## src/rtl/sfc_pkg.sv

```systemverilog
package sfc_pkg;
  typedef enum logic [1:0] {
    FMT_SMAG = 2'b00,
    FMT_ONES = 2'b01,
    FMT_TWOS = 2'b10,
    FMT_TWOS_ALT = 2'b11
  } fmt_e;

  function automatic logic is_twos(input fmt_e f);
    return (f == FMT_TWOS) || (f == FMT_TWOS_ALT);
  endfunction
endpackage

```

## src/rtl/sfc_decode.sv

```systemverilog
module sfc_decode
  import sfc_pkg::*;
#(
  parameter int W = 8
) (
  input  logic [W-1:0] word,
  input  fmt_e         fmt,
  output logic         neg,
  output logic [W-1:0] mag,
  output logic         negz
);
  logic sgn;
  logic [W-2:0] body;

  assign sgn  = word[W-1];
  assign body = word[W-2:0];

  always_comb begin
    negz = 1'b0;
    mag  = '0;
    case (fmt)
      FMT_SMAG: begin
        mag  = {1'b0, body};
        negz = sgn && (body == '0);
      end
      FMT_ONES: begin
        mag  = sgn ? {1'b0, ~body} : {1'b0, body};
        negz = &word;
      end
      default: begin
        mag = sgn ? (~word + W'(1)) : word;
      end
    endcase
    // a negative zero carries no sign forward
    neg = sgn && !negz;
  end
endmodule

```

## src/rtl/sfc_range.sv

```systemverilog
module sfc_range
  import sfc_pkg::*;
#(
  parameter int WIDE_W   = 16,
  parameter int NARROW_W = 8
) (
  input  logic              neg,
  input  logic [WIDE_W-1:0] mag,
  input  logic              dst_wide,
  input  fmt_e              dst_fmt,
  output logic              ovf
);
  localparam logic [WIDE_W:0] WIDE_LIM   = (WIDE_W+1)'((1 << (WIDE_W-1)) - 1);
  localparam logic [WIDE_W:0] NARROW_LIM = (WIDE_W+1)'((1 << (NARROW_W-1)) - 1);

  logic [WIDE_W:0] lim;

  always_comb begin
    lim = dst_wide ? WIDE_LIM : NARROW_LIM;
    // two's complement reaches one step further on the negative side
    if (neg && is_twos(dst_fmt)) lim = lim + (WIDE_W+1)'(1);
    ovf = {1'b0, mag} > lim;
  end
endmodule

```

## src/rtl/sfc_encode.sv

```systemverilog
module sfc_encode
  import sfc_pkg::*;
#(
  parameter int W = 8
) (
  input  logic         neg,
  input  logic [W-1:0] mag,
  input  fmt_e         fmt,
  output logic [W-1:0] word
);
  logic [W-1:0] pos;

  assign pos = {1'b0, mag[W-2:0]};

  always_comb begin
    case (fmt)
      FMT_SMAG: word = {neg, mag[W-2:0]};
      FMT_ONES: word = neg ? ~pos : pos;
      default:  word = neg ? (~mag + W'(1)) : mag;
    endcase
  end
endmodule

```

## src/rtl/sfc_top.sv

```systemverilog
module sfc_top
  import sfc_pkg::*;
#(
  parameter int WIDE_W   = 16,
  parameter int NARROW_W = 8
) (
  input  logic              clk,
  input  logic              rst_n,
  input  logic              in_valid,
  input  logic [WIDE_W-1:0] in_data,
  input  logic [1:0]        src_fmt,
  input  logic              src_wide,
  input  logic [1:0]        dst_fmt,
  input  logic              dst_wide,
  output logic              out_valid,
  output logic [WIDE_W-1:0] out_data,
  output logic              out_ovf,
  output logic              out_negz
);
  localparam int PAD_W = WIDE_W - NARROW_W;

  fmt_e sfmt, dfmt;
  assign sfmt = fmt_e'(src_fmt);
  assign dfmt = fmt_e'(dst_fmt);

  // decode at both widths, then pick by source width
  logic                n_neg, w_neg, n_nz, w_nz;
  logic [NARROW_W-1:0] n_mag;
  logic [WIDE_W-1:0]   w_mag;

  sfc_decode #(.W(NARROW_W)) u_dec_n (
    .word(in_data[NARROW_W-1:0]), .fmt(sfmt),
    .neg(n_neg), .mag(n_mag), .negz(n_nz)
  );
  sfc_decode #(.W(WIDE_W)) u_dec_w (
    .word(in_data), .fmt(sfmt),
    .neg(w_neg), .mag(w_mag), .negz(w_nz)
  );

  logic              s_neg, s_nz, s_ovf;
  logic [WIDE_W-1:0] s_mag;

  assign s_neg = src_wide ? w_neg : n_neg;
  assign s_nz  = src_wide ? w_nz  : n_nz;
  assign s_mag = src_wide ? w_mag : {{PAD_W{1'b0}}, n_mag};

  sfc_range #(.WIDE_W(WIDE_W), .NARROW_W(NARROW_W)) u_rng (
    .neg(s_neg), .mag(s_mag), .dst_wide(dst_wide), .dst_fmt(dfmt), .ovf(s_ovf)
  );

  // encode at both widths, then pick by destination width
  logic [NARROW_W-1:0] e_n;
  logic [WIDE_W-1:0]   e_w, result;

  sfc_encode #(.W(NARROW_W)) u_enc_n (
    .neg(s_neg), .mag(s_mag[NARROW_W-1:0]), .fmt(dfmt), .word(e_n)
  );
  sfc_encode #(.W(WIDE_W)) u_enc_w (
    .neg(s_neg), .mag(s_mag), .fmt(dfmt), .word(e_w)
  );

  always_comb begin
    if (s_ovf)         result = '0;
    else if (dst_wide) result = e_w;
    else               result = {{PAD_W{1'b0}}, e_n};
  end

  always_ff @(posedge clk) begin
    if (!rst_n) begin
      out_valid <= 1'b0;
      out_data  <= '0;
      out_ovf   <= 1'b0;
      out_negz  <= 1'b0;
    end else begin
      out_valid <= in_valid;
      if (in_valid) begin
        out_data <= result;
        out_ovf  <= s_ovf;
        out_negz <= s_nz;
      end
    end
  end

  // ---- assertions ----
  assert_valid_follows_R3: assert property (@(posedge clk) disable iff (!rst_n)
    in_valid |=> out_valid);
  assert_valid_idle_R3: assert property (@(posedge clk) disable iff (!rst_n)
    !in_valid |=> !out_valid);
  assert_ovf_zero_R6: assert property (@(posedge clk) disable iff (!rst_n)
    (out_valid && out_ovf) |-> (out_data == '0));
  assert_narrow_upper_clear_R8: assert property (@(posedge clk) disable iff (!rst_n)
    (in_valid && !dst_wide) |=> (out_data[WIDE_W-1:NARROW_W] == '0));
  assert_no_overflow_R8: assert property (@(posedge clk) disable iff (!rst_n)
    (in_valid && !src_wide && dst_wide) |=> !out_ovf);
  assert_negz_no_ovf_R5: assert property (@(posedge clk) disable iff (!rst_n)
    out_negz |-> !out_ovf);
  assert_no_signed_zero_R5: assert property (@(posedge clk) disable iff (!rst_n)
    s_neg |-> (s_mag != '0));
endmodule

```

## config.mk

```make
export PLATFORM = sky130hd
export DESIGN_NAME = sfc_top
export DESIGN_NICKNAME = d
export VERILOG_FILES = /design/src/rtl/sfc_pkg.sv /design/src/rtl/sfc_decode.sv /design/src/rtl/sfc_range.sv /design/src/rtl/sfc_encode.sv /design/src/rtl/sfc_top.sv
export SDC_FILE = /design/constraint.sdc
export NUM_CORES = 1
export LEC_CHECK = 0
export ABC_CLOCK_PERIOD_IN_PS = 5000
export BUFFER_PORTS_ARGS = -buffer_cell sky130_fd_sc_hd__buf_4
export CORE_MARGIN = 2
export CORE_UTILIZATION = 48
export DETAILED_ROUTE_END_ITERATION = 16
export GPL_TIMING_DRIVEN = 0
export PLACE_DENSITY_LB_ADDON = 0.2
export SETUP_SLACK_MARGIN = 0.3
export SYNTH_ARGS = -nofsm -noshare
export SYNTH_HDL_FRONTEND = slang
export SYNTH_SLANG_ARGS = --single-unit
```

## constraint.sdc

```tcl
create_clock -name clk -period 5 [get_ports clk]
set_input_delay 0.25 -clock clk [delete_from_list [all_inputs] [get_ports clk]]
set_output_delay 0.25 -clock clk [all_outputs]
set_load 0.1 [all_outputs]
```

; ---- Word level (Yosys, flattened, before mapping)
; Cells that the tools add are included.
[word_totals]
ff_bits = 19
inputBits = 25
output_inout_bits = 19
word_cells = 57
[classes]
n_addsub = 5
n_lt_le_gt_ge = 1
eq_ne = 4
n_mux = 21
bitwise_logic = 8
reduce_logical = 14
[ops]
columns = operator, count
row1 = 16-bit two-way mux, 6
row2 = 16-bit one-hot mux with 2 select lines, 2
row3 = 16-bit by 1-bit adder with 16-bit output (second input constant), 2
row4 = 16-bit inverter, 2
row5 = 8-bit one-hot mux with 2 select lines, 2
row6 = 15-bit two-way mux, 2
row7 = 8-bit two-way mux, 3
row8 = 17-bit by 1-bit adder with 17-bit output (second input constant), 1
row9 = 16-bit by 17-bit greater-than comparator with 1-bit output, 1
row10 = 17-bit two-way mux, 1
row11 = 8-bit by 1-bit adder with 8-bit output (second input constant), 2
row12 = 15-bit inverter with 16-bit output, 1
row13 = 8-bit inverter, 2
row14 = 16-bit AND reduction, 1
row15 = 15-bit zero test, 1
row16 = 15-bit inverter, 1
row17 = 7-bit inverter with 8-bit output, 1
row18 = 8-bit AND reduction, 1
row19 = 7-bit zero test, 1
row20 = 7-bit two-way mux, 1
row21 = 7-bit inverter, 1
row22 = 1-bit logical AND, 5
row23 = 2-bit by 1-bit == test with 1-bit output (second input constant), 2
row24 = 2-bit == test (second input constant), 2
row25 = 5 further kinds, 9

; ---- Longest topological paths before layout
[depth]
word_depth = 11
ltp_mapped = 20
ltp_nobuf = 18

; ---- Cells and area by module
; Synthesis repeated with hierarchy kept, for this count alone.
[unflattened]
cells_unflattened = 325
hier_area_um2 = 2782.7
[by_module_without_submodules]
columns = mod, n_inst, cells_each, area_per_inst_um2, seq_area_each_um2
row1 = sfc_top, 1, 76, 880.8, 380.4
row2 = sfc_encode at u_enc_w, 1, 63, 484.2, 0.0
row3 = sfc_decode at u_dec_w, 1, 68, 479.2, 0.0
row4 = sfc_range, 1, 47, 400.4, 0.0
row5 = sfc_decode at u_dec_n, 1, 40, 312.8, 0.0
row6 = sfc_encode at u_enc_n, 1, 31, 225.2, 0.0

; ---- Least setup slack after synthesis
; No wires, ideal clock.
[synth_timing]
kind = input -> register
from = input in_data[7]
to = register out_data[0]
setup_time_ps = 87
t_arrival_ps = 3657
t_required_ps = 4913
path_slack_ps = 1256
cell_stages = 20
path_buffers = 2
path_cell_list = buf_2 > inv_1 > ha_1 > nor4bb_1 > nand4_1 > nand2_1 > o22ai_1 > nand2_1 > ha_1 > inv_1 > ha_1 > a21o_1 > a21o_1 > a21o_1 > a21oi_1 > o21ai_0 > a2111oi_4 > a211oi_4 > buf_6 > o31ai_1
[synth_between]
elab_chain_len = 10
elab_cells_between_ends = 41
classes_between = add/sub: 4 / order compare: 1 / mux: 19 / bitwise: 7 / reduce/logical: 10
[synth_lines]
columns = item, line_no
row1 = start: declaration, sfc_top.sv:10  ; input logic [WIDE_W-1:0] in_data,
row2 = branches (longest 9 deep; another with 16-bit by 17-bit greater-than comparator with 1-bit output), n/a
row3 = 16-bit two-way mux *, sfc_top.sv:63  ; if (s_ovf) result = '0;
row4 = end signal: assignment, sfc_top.sv:77  ; out_data <= result;
row5 = end: declaration, sfc_top.sv:16  ; output logic [WIDE_W-1:0] out_data,
; Every way passes the cells marked *.
; A chain may end at the register's enable or synchronous reset.

; ---- Worst setup path in the final report
[layout_timing]
from = input in_data[0]
to = register out_data[5]
[layout_between]
elab_chain_len = 11
elab_cells_between_ends = 43
classes_between = add/sub: 4 / order compare: 1 / mux: 19 / bitwise: 8 / reduce/logical: 11
[layout_lines]
columns = item, line_no
row1 = 16-bit inverter or 8-bit inverter (tied branches), sfc_decode.sv:31  ; mag = sgn ? (~word + W'(1)) : word;
row2 = 16-bit by 1-bit adder with 16-bit output or 8-bit by 1-bit adder with 8-bit output (tied branches), sfc_decode.sv:31
row3 = 16-bit two-way mux or 8-bit two-way mux (tied branches), sfc_decode.sv:31
row4 = 16-bit one-hot mux with 2 select lines or 8-bit one-hot mux with 2 select lines (tied branches), sfc_decode.sv:21  ; case (fmt)
row5 = 16-bit two-way mux, sfc_top.sv:45  ; assign s_mag = src_wide ? w_mag : {{PAD_W{1'b0}}, n_mag};
row6 = 16-bit inverter or 8-bit inverter (tied branches), sfc_encode.sv:19  ; default: word = neg ? (~mag + W'(1)) : mag;
row7 = 16-bit by 1-bit adder with 16-bit output or 8-bit by 1-bit adder with 8-bit output (tied branches), sfc_encode.sv:19
row8 = 16-bit two-way mux or 8-bit two-way mux (tied branches), sfc_encode.sv:19
row9 = 16-bit one-hot mux with 2 select lines or 8-bit one-hot mux with 2 select lines (tied branches), sfc_encode.sv:16  ; case (fmt)
row10 = 16-bit two-way mux, sfc_top.sv:64  ; else if (dst_wide) result = e_w;
row11 = 16-bit two-way mux *, sfc_top.sv:63
; Every way passes the cells marked *; elsewhere a longest branch is shown, timed or not.

==> results.txt <==
Outcome: finished clean
Share of layout cells above drive strength 1: 0.201
Post-route minimum period: 4.13 ns
Sw Ratio: 0.461
Initial DRC count: 144
Crit path DAT: 4.29 ns
CTS tree: done
Clk_skew: 0 ns
P_leak: 0.00110 uW
Top-area cell type share of the netlist area: 0.164
Startpoint types: primary input
Post-CTS Setup Bufs: 0
Clk root buf: clkbuf_8
Synthesized area: 2320 sq um
Reg2Reg Capture Point: out_ovf
WL met3: 206 um
Hold Crit Class: in2reg
Most area-hungry cell type in the Yosys netlist: dfxtp_1
Post-Synthesis Cells: 296
Post-synth top cells: 33 x nand2_1, 19 x dfxtp_1, 19 x ha_1
M1 WL: 2910 um
Total wire length: 6020 um
Io pins: 44
Mapped Nets: 340
Setup violators final: 0
First-pass DRT Iterations: 5
Number of global-route vias before repair: 2134
Die ar.: 5400 sq um
Psw: 277 uW
CTS resizes: 0
Count leader, synth: nand2_1
Average wire per standard cell: 15.3 um
Post-Place Setup Slack: 0.474 ns
Slew @ Worst Pin: 0.715 ns
Hpwl dp: 4770 um
TNS Setup: 0 ns
Routed vias/inst: 6.00
Combinational Power Share: 0.546
RSZ-0062 raised after global routing: false
Clk pwr share: 0.171
WP data required: 5.16 ns
Max clock buf depth: 2
Main synth FF type: dfxtp_1
Slew Viols, Final: 0
CP max FO: 10
Max_cap viols: 0
DR vias: 2358
Reg power frac: 0.283
Clock slew at reported path FFs: 0.06 ns
Post-synthesis async set-or-reset flop share: 0
Final hold vios: 0
Clk_lat worst skew: 0.25 ns
Post-route setup slack: 0.867 ns
Initial core utilization: 0.494
Gr usage total: 0.227
Post-route clock period utilization: 0.827
Diodes inserted: 0
R2R depth: 1
F_max: 242 MHz
Nets@finish: 384
Initial antenna violation count: 0
Count of hold-fix buffers inserted at cts: 0
H-tree levels: 1
FF-to-FF setup slack: 4.39 ns
Endpoint type of the worst setup path: flip-flop
Number of nets still failing antenna checks after routing: 0
Area growth, synth to finish: 17.8%
Max rail drop VDD: 0.124 mV
Top Layer Used: met4
Global-route wire length before repair: 9850 um
Pwr/cell area: 220 nW/um^2
Synth warn: 0
Fin area: 2730 sq um
Worst rel slew slack: 0.520
#FFs+latches synth: 19
Ranking of synthesized cells by area: dfxtp_1 16%, ha_1 10%, xnor2_1 6.8%
WL met2: 2830 um
Post-synth cell types: 64
TritonCTS Buffers: 3
Worst hold slack: 0.269 ns
Setup CP Type: in2reg
Internal power: 324 uW
Largest net degree at the start of global routing: 12
Site row count: 25
CP Capture Point: out_data[5]
Chip height: 73.5 um
Power Total: 600 uW
Core Area: 4690 sq um
Seq/Total Area, Yosys: 0.164
EDFF count, synth: 0
R2r startpoint: out_ovf
Worst Setup SP: in_data[0]
Post-DP Area: 2680 sq um
Final Wtd Congestion: 0.888
Grt ovf: 0
Chip width: 73.5 um
DRC: 0
Num Clock Sinks: 19
Port bufs: 39
Average size of a mapped cell: 7.82 sq um
-- registers in the layout (all words and copies together) (netlist names) --
signal / count
out_valid: 1
out_ovf: 1
out_data: 16
out_negz: 1
-- final cells by class --
type / count / area (sq um)
inverter: 16 / 60.1
sequential: 19 / 380
fill: 464 / 1960
clock buffer: 3 / 41.3
clock inverter: 1 / 5.00
tap: 54 / 67.6
timing repair buffer: 39 / 293
buffer: 15 / 77.6
multi-input combinational: 246 / 1800
-- cell usage in the layout, fill, tap and decap left out, drive strengths merged, types with 9 or more instances in the layout --
cell / netlist / layout
a21oi: 13 / 13
o21ai: 9 / 9
xnor2: 18 / 18
o31ai: 17 / 17
inv: 15 / 15
nand2: 33 / 33
nor2: 15 / 15
dfxtp: 19 / 19
clkbuf: 8 / 11
ha: 19 / 19
nor3: 9 / 9
buf: 7 / 46
nor4: 9 / 9
-- routing by layer --
metal | GRT usage | up-vias
met3 | 0.00686 | 8
li1 | - | 1197
met4 | 0.0687 | 0
met5 | 0 | -
met2 | 0.380 | 77
met1 | 0.316 | 1076
-- power by group through the flow --
| stage | combinational [uW] | sequential, uW | clock [uW] |
|---|---|---|---|
| global placement | 319 | 173 | 0 |
| detailed placement | 325 | 173 | 0 |
| global route | 354 | 171 | 112 |
| finish | 328 | 170 | 103 |
| CTS | 326 | 170 | 107 |
| floorplan | 158 | 262 | 0 |
-- worst min path at each step --
stage	start	end	cells after the start
floorplan	rst_n	out_negz	1
global placement	out_data[7]	out_data[7]	2
detailed placement	out_data[12]	out_data[12]	2
CTS	rst_n	out_negz	2
global route	rst_n	out_negz	2
finish	rst_n	out_negz	2
-- critical path, stage by stage --
cell and delay [ns]:
buf_4 0.14, inv_1 0.05, ha_1 0.28, nor4bb_2 0.50
nand4_1 0.19, nand2_1 0.12, o22ai_1 0.11, nand2_1 0.17
ha_1 0.17, inv_1 0.12, ha_1 0.32, a21o_1 0.17
a21o_1 0.17, a21o_1 0.17, a21oi_1 0.14, o21ai_0 0.19
a2111oi_4 0.43, a211oi_4 0.17, buf_6 0.17, o31ai_1 0.24
-- through the flow --
stage | utilization | instances
after floorplan | - | 296
after global placement | 0.570 | 389
after detailed placement | 0.570 | 389
after CTS | 0.580 | 393
after global routing | 0.582 | 393
final | 0.582 | 393
-- logic make-up after synthesis --
group,count (synthesis),synth area share
simple gates,116,0.287
compound gates,79,0.258
buf+inv,31,0.0594
xor+xnor,22,0.0832
fa+ha+maj,19,0.103
flops,19,0.164
mux,10,0.0454
No activity file was read; power rests on OpenSTA's default activity.
